===== src/rtl/srcg_ctrl.sv =====
module srcg_ctrl #(
  parameter int DATA_W        = 32,
  parameter int ADDR_W        = 4,
  parameter int SETTLE_CYCLES = 3
) (
  input  logic              clk,
  input  logic              rst_n,
  input  logic              wr_en,
  input  logic [ADDR_W-1:0] addr,
  input  logic [DATA_W-1:0] wr_data,
  output logic [DATA_W-1:0] rd_data,
  output logic              clk_en,
  output logic              blk_rst
);
  localparam int SRST_BIT = DATA_W - 1;
  localparam int GATE_BIT = DATA_W - 2;
  localparam int CW       = $clog2(SETTLE_CYCLES + 1);
  localparam logic [ADDR_W-1:0] OFF_LOAD = ADDR_W'(0);
  localparam logic [ADDR_W-1:0] OFF_SET  = ADDR_W'(4);
  localparam logic [ADDR_W-1:0] OFF_CLR  = ADDR_W'(8);
  localparam logic [CW-1:0]     FIRE_AT  = CW'(SETTLE_CYCLES - 1);
  localparam logic [CW-1:0]     SAT      = CW'(SETTLE_CYCLES);
  localparam logic [DATA_W-1:0] RST_VAL  = {2'b11, {(DATA_W-2){1'b0}}};

  logic [DATA_W-1:0] ctl, wr_val, nxt;
  logic [CW-1:0]     cnt;
  logic              hit, srst, gate, hw_fire;

  assign srst    = ctl[SRST_BIT];
  assign gate    = ctl[GATE_BIT];
  assign hw_fire = srst && (cnt == FIRE_AT);

  always_comb begin
    hit    = wr_en;
    wr_val = ctl;
    unique case (addr)
      OFF_LOAD: wr_val = wr_data;
      OFF_SET:  wr_val = ctl | wr_data;
      OFF_CLR:  wr_val = ctl & ~wr_data;
      default:  hit    = 1'b0;
    endcase
  end

  always_comb begin
    nxt = hit ? wr_val : ctl;
    if (gate)
      nxt[GATE_BIT-1:0] = ctl[GATE_BIT-1:0];
    else if (srst)
      nxt[GATE_BIT-1:0] = '0;
    if (hw_fire)
      nxt[GATE_BIT] = 1'b1;
  end

  always_ff @(posedge clk or negedge rst_n) begin
    if (!rst_n) begin
      ctl <= RST_VAL;
      cnt <= '0;
    end else begin
      ctl <= nxt;
      if (!srst)
        cnt <= '0;
      else if (cnt < SAT)
        cnt <= cnt + 1'b1;
    end
  end

  assign rd_data = ctl;
  assign clk_en  = ~gate;
  assign blk_rst = srst;

  assert_low_frozen_R8: assert property (@(posedge clk) disable iff (!rst_n)
    gate |=> $stable(ctl[GATE_BIT-1:0]));

  assert_gate_rise_source_R10: assert property (@(posedge clk) disable iff (!rst_n)
    $rose(ctl[GATE_BIT]) |-> ($past(wr_en) || $past(srst)));

  assert_count_idle_R10: assert property (@(posedge clk) disable iff (!rst_n)
    !srst |=> (cnt == '0));

  assert_srst_zeroes_low_R9: assert property (@(posedge clk) disable iff (!rst_n)
    (srst && !gate) |=> (ctl[GATE_BIT-1:0] == '0));

  assert_bad_offset_ignored_R6: assert property (@(posedge clk) disable iff (!rst_n)
    (wr_en && !hit && !srst && !gate) |=> $stable(ctl));

  assert_clk_en_tracks_gate_R7: assert property (@(posedge clk) disable iff (!rst_n)
    $fell(clk_en) |-> ($past(wr_en) || $past(srst)));
endmodule


===== config.mk =====
export PLATFORM = sky130hd
export DESIGN_NAME = srcg_ctrl
export DESIGN_NICKNAME = d
export VERILOG_FILES = /design/src/rtl/srcg_ctrl.sv
export SDC_FILE = /design/constraint.sdc
export NUM_CORES = 1
export LEC_CHECK = 0
export CELL_PAD_IN_SITES_DETAIL_PLACEMENT = 1
export CELL_PAD_IN_SITES_GLOBAL_PLACEMENT = 2
export CORE_MARGIN = 2
export CORE_UTILIZATION = 38
export DETAILED_ROUTE_END_ITERATION = 16
export DONT_BUFFER_PORTS = 1
export HOLD_SLACK_MARGIN = 0.12
export PLACE_DENSITY_LB_ADDON = 0.1
export SETUP_SLACK_MARGIN = 0.5
export SYNTH_ARGS = -nofsm -noshare
export SYNTH_HDL_FRONTEND = slang
export SYNTH_SLANG_ARGS = --single-unit

===== constraint.sdc =====
create_clock -name clk -period 3.4 [get_ports clk]
set_input_delay 0.68 -clock clk [delete_from_list [all_inputs] [get_ports clk]]
set_output_delay 0.68 -clock clk [all_outputs]
set_load 0.01 [all_outputs]

==> flow_summary.ini <==
[critical_path]
crit_path_max_incr_delay_ns = 0.62
critical_path_class = reg -> reg
r2r_cells = 5
critPathCaptureType = flip-flop
crit_path_start_kind = flip-flop
path_max_fanout = 34
r2r_start = rd_data[31]
r2r_setup_slack_ns = 1.27
worst_path_max_delay_cell = dfstp_2
cp.arrival_ns = 2.33
worstPathCellList = inv_1, a221oi_4, buf_4, a21oi_1, a21oi_1
crit_top_cell = a21oi_1
startpoint = rd_data[31]
required_ns = 3.60

[sta]
finalClockSkew_ns = 0.002087
fin_tns_setup_ns = 0
timing.fmax_mhz = 469.5
final-setup-viol-count = 0
min_period_ns = 2.130
drv_slew = 0
fin_crit_sh_pct = 62.64
hold_violations = 0
rsz0062_at_grt = no
worst_pin_slew_ns = 0.8609
relSlewSlack_pct = 42.54

[place]
placed_area_um2 = 2049
gp_congestion = 0.7659
port_buffers = 0
dp_hpwl_um = 3891

[global_route]
grt_pass1_vias = 1936
antenna_found_initial = 0
grt-ovfl-total = 0
grt_max_degree = 37
grt_pass1_wl_um = 9556
track_usage_pct = 19.67

[cells_and_area]
fillers = 609
syn2layout_area_growth_pct = 5.049
antennaDiodeCount = 0
layout.nets = 262
design_area_um2 = 2161
drive_gt1_share_pct = 8.559

[clock_tree]
clockBufferDepth = 2
clk_pin_slew_worst_paths_ns = 0.07
cts_tree = done
cts_inserted_buffers = 5
clk-insertion-delay-late_ns = 0.28
postCtsSetupBuffers = 0
clkSinkCount = 34
cts-htree-levels = 2
cts-root-buf = clkbuf_8

[floorplan]
ios = 73
core_area_um2 = 5172
fp.dieH_um = 77.58
initial_utilization_pct = 39.77
fp.dieW_um = 77.58
std_cell_rows = 26
dieArea_um2 = 6018

[detailed_routing]
wl_um = 5905
via_count = 1901
drc = 0
firstDrtPassIters = 4
vias_per_cell = 6.510
wl_per_cell_um = 20.22
dr.first_iter.drc_count = 95
antenna_left = 0

[synth]
yosys-top-cells-area = dfrtp_1 (39%), a21oi_1 (22%), a311o_1 (15%), o21ai_0 (7.5%), clkbuf_1 (2.7%)
yosysMostFrequentCell = a21oi_1
yosys_warnings = 0
synth_cell_types = 22
syn_inst = 235
synth_flop_cell = dfrtp_1
synth_fp_nets = 276
synth_seq_cells = 34
netlist_area_um2 = 2057
synth_top_area_cell = dfrtp_1
synthTopCellsByCount = a21oi_1 (91), dfrtp_1 (32), o21ai_0 (31)
synth_edf_count = 0
syn_avg_cell_area_um2 = 8.753
synth_top_area_share_pct = 38.93
yosysSeqAreaShare_pct = 41.48
async_reset_ff_share_pct = 100.0

[worst_hold_path]
hold_class = in -> async

[power_and_ir_drop]
peakVddDrop_mv = 0.2536
powerDensity_nw_per_um2 = 761.0
p_leak_uw = 0.0008140

[run_status]
status = completed

[flow_run]
drv_cap = 0
==> state kept, by name, summed over array words and instances (netlist names) <==
name,flops
rd_data,32
cnt,2
==> cell usage in the layout, fill, tap and decap left out <==
cell type / count
a21oi_1: 91
a221o_1: 1
a221oi_4: 1
a311o_1: 30
a31oi_1: 1
buf_12: 1
buf_4: 4
clkbuf_1: 1
clkbuf_8: 6
clkinv_2: 1
dfrtp_1: 32
dfstp_2: 2
ha_1: 2
inv_1: 3
nand2_1: 2
nand2b_1: 1
nor2_1: 4
nor2_2: 1
nor2b_1: 2
nor3_1: 1
nor3_2: 1
o21ai_0: 31
or2_2: 1
or3b_4: 1
xor2_1: 1
==> final timing paths <==
kind,endpoint
worst min register to register,cnt[1]
max in group asynchronous,rd_data[22]
worst max-delay path,rd_data[0]
worst min-delay path,rd_data[14]
worst max register to register,rd_data[0]
min in group clk,rd_data[31]
==> layout make-up <==
cell class                 instances  area [um^2]  share of cell area [%]
tap                               70        87.58                   4.053
inverter                           3        11.26                  0.5211
multi-input combinational        172         1067                   49.39
clock inverter                     1        5.005                  0.2316
sequential                        34        853.3                   39.49
clock buffer                       7        86.33                   3.995
timing repair buffer               5        50.05                   2.316
==> metrics by stage <==
stage	setup slack [ns]	total power, uW	hold WS (ns)	instances	util, %
floorplan	1.540	1231	0.3844	235	-
global placement	1.302	1293	0.3855	283	39.62
detailed placement	1.199	1334	0.3858	283	39.62
CTS	1.218	1670	0.2209	292	41.78
global route	1.036	1785	0.2144	292	41.78
finish	1.270	1644	0.2252	292	41.78
==> routing by layer <==
metal | vias up | global-route usage, % | share of wire (%)
li1 | 876 | - | -
met5 | - | 0 | 0
met1 | 954 | 23.53 | 41
met2 | 61 | 34.17 | 50
met3 | 10 | 6.047 | 6.6
met4 | 0 | 5.357 | 1.6
==> cell families (layout without fill, tap and decap cells) <==
| logic type | after synthesis | after routing | synth area share, % |
|---|---|---|---|
| simple gates | 14 | 14 | 3.528 |
| flops | 34 | 34 | 41.48 |
| compound gates | 155 | 155 | 46.35 |
| buf+inv | 29 | 16 | 6.995 |
| xor+xnor | 1 | 1 | 0.4259 |
| fa+ha+maj | 2 | 2 | 1.216 |
==> where the power goes <==
part / switching, uW / total (uW) / internal [uW]
Combinational: 288 / 493 / 205
Sequential: 233 / 837 / 603
Clock: 151 / 315 / 164
Total: 672 / 1640 / 972
==> critical path, delay by kind of cell, from the launching register on <==
family / cells / cell delay [ns]
AOI/OAI and AO/OA: 3 / 0.68
buffers and inverters: 2 / 0.74
DFF: 1 / 0.62
==> timing repair <==
| action | CTS | global route |
|---|---|---|
| endpoints found under the setup margin | 0 | 0 |
| hold buffers | 1 | 0 |
| hold endpoints to repair | 32 | 0 |
| resized for setup | 0 | 0 |
(Power assumes the default switching activity.)
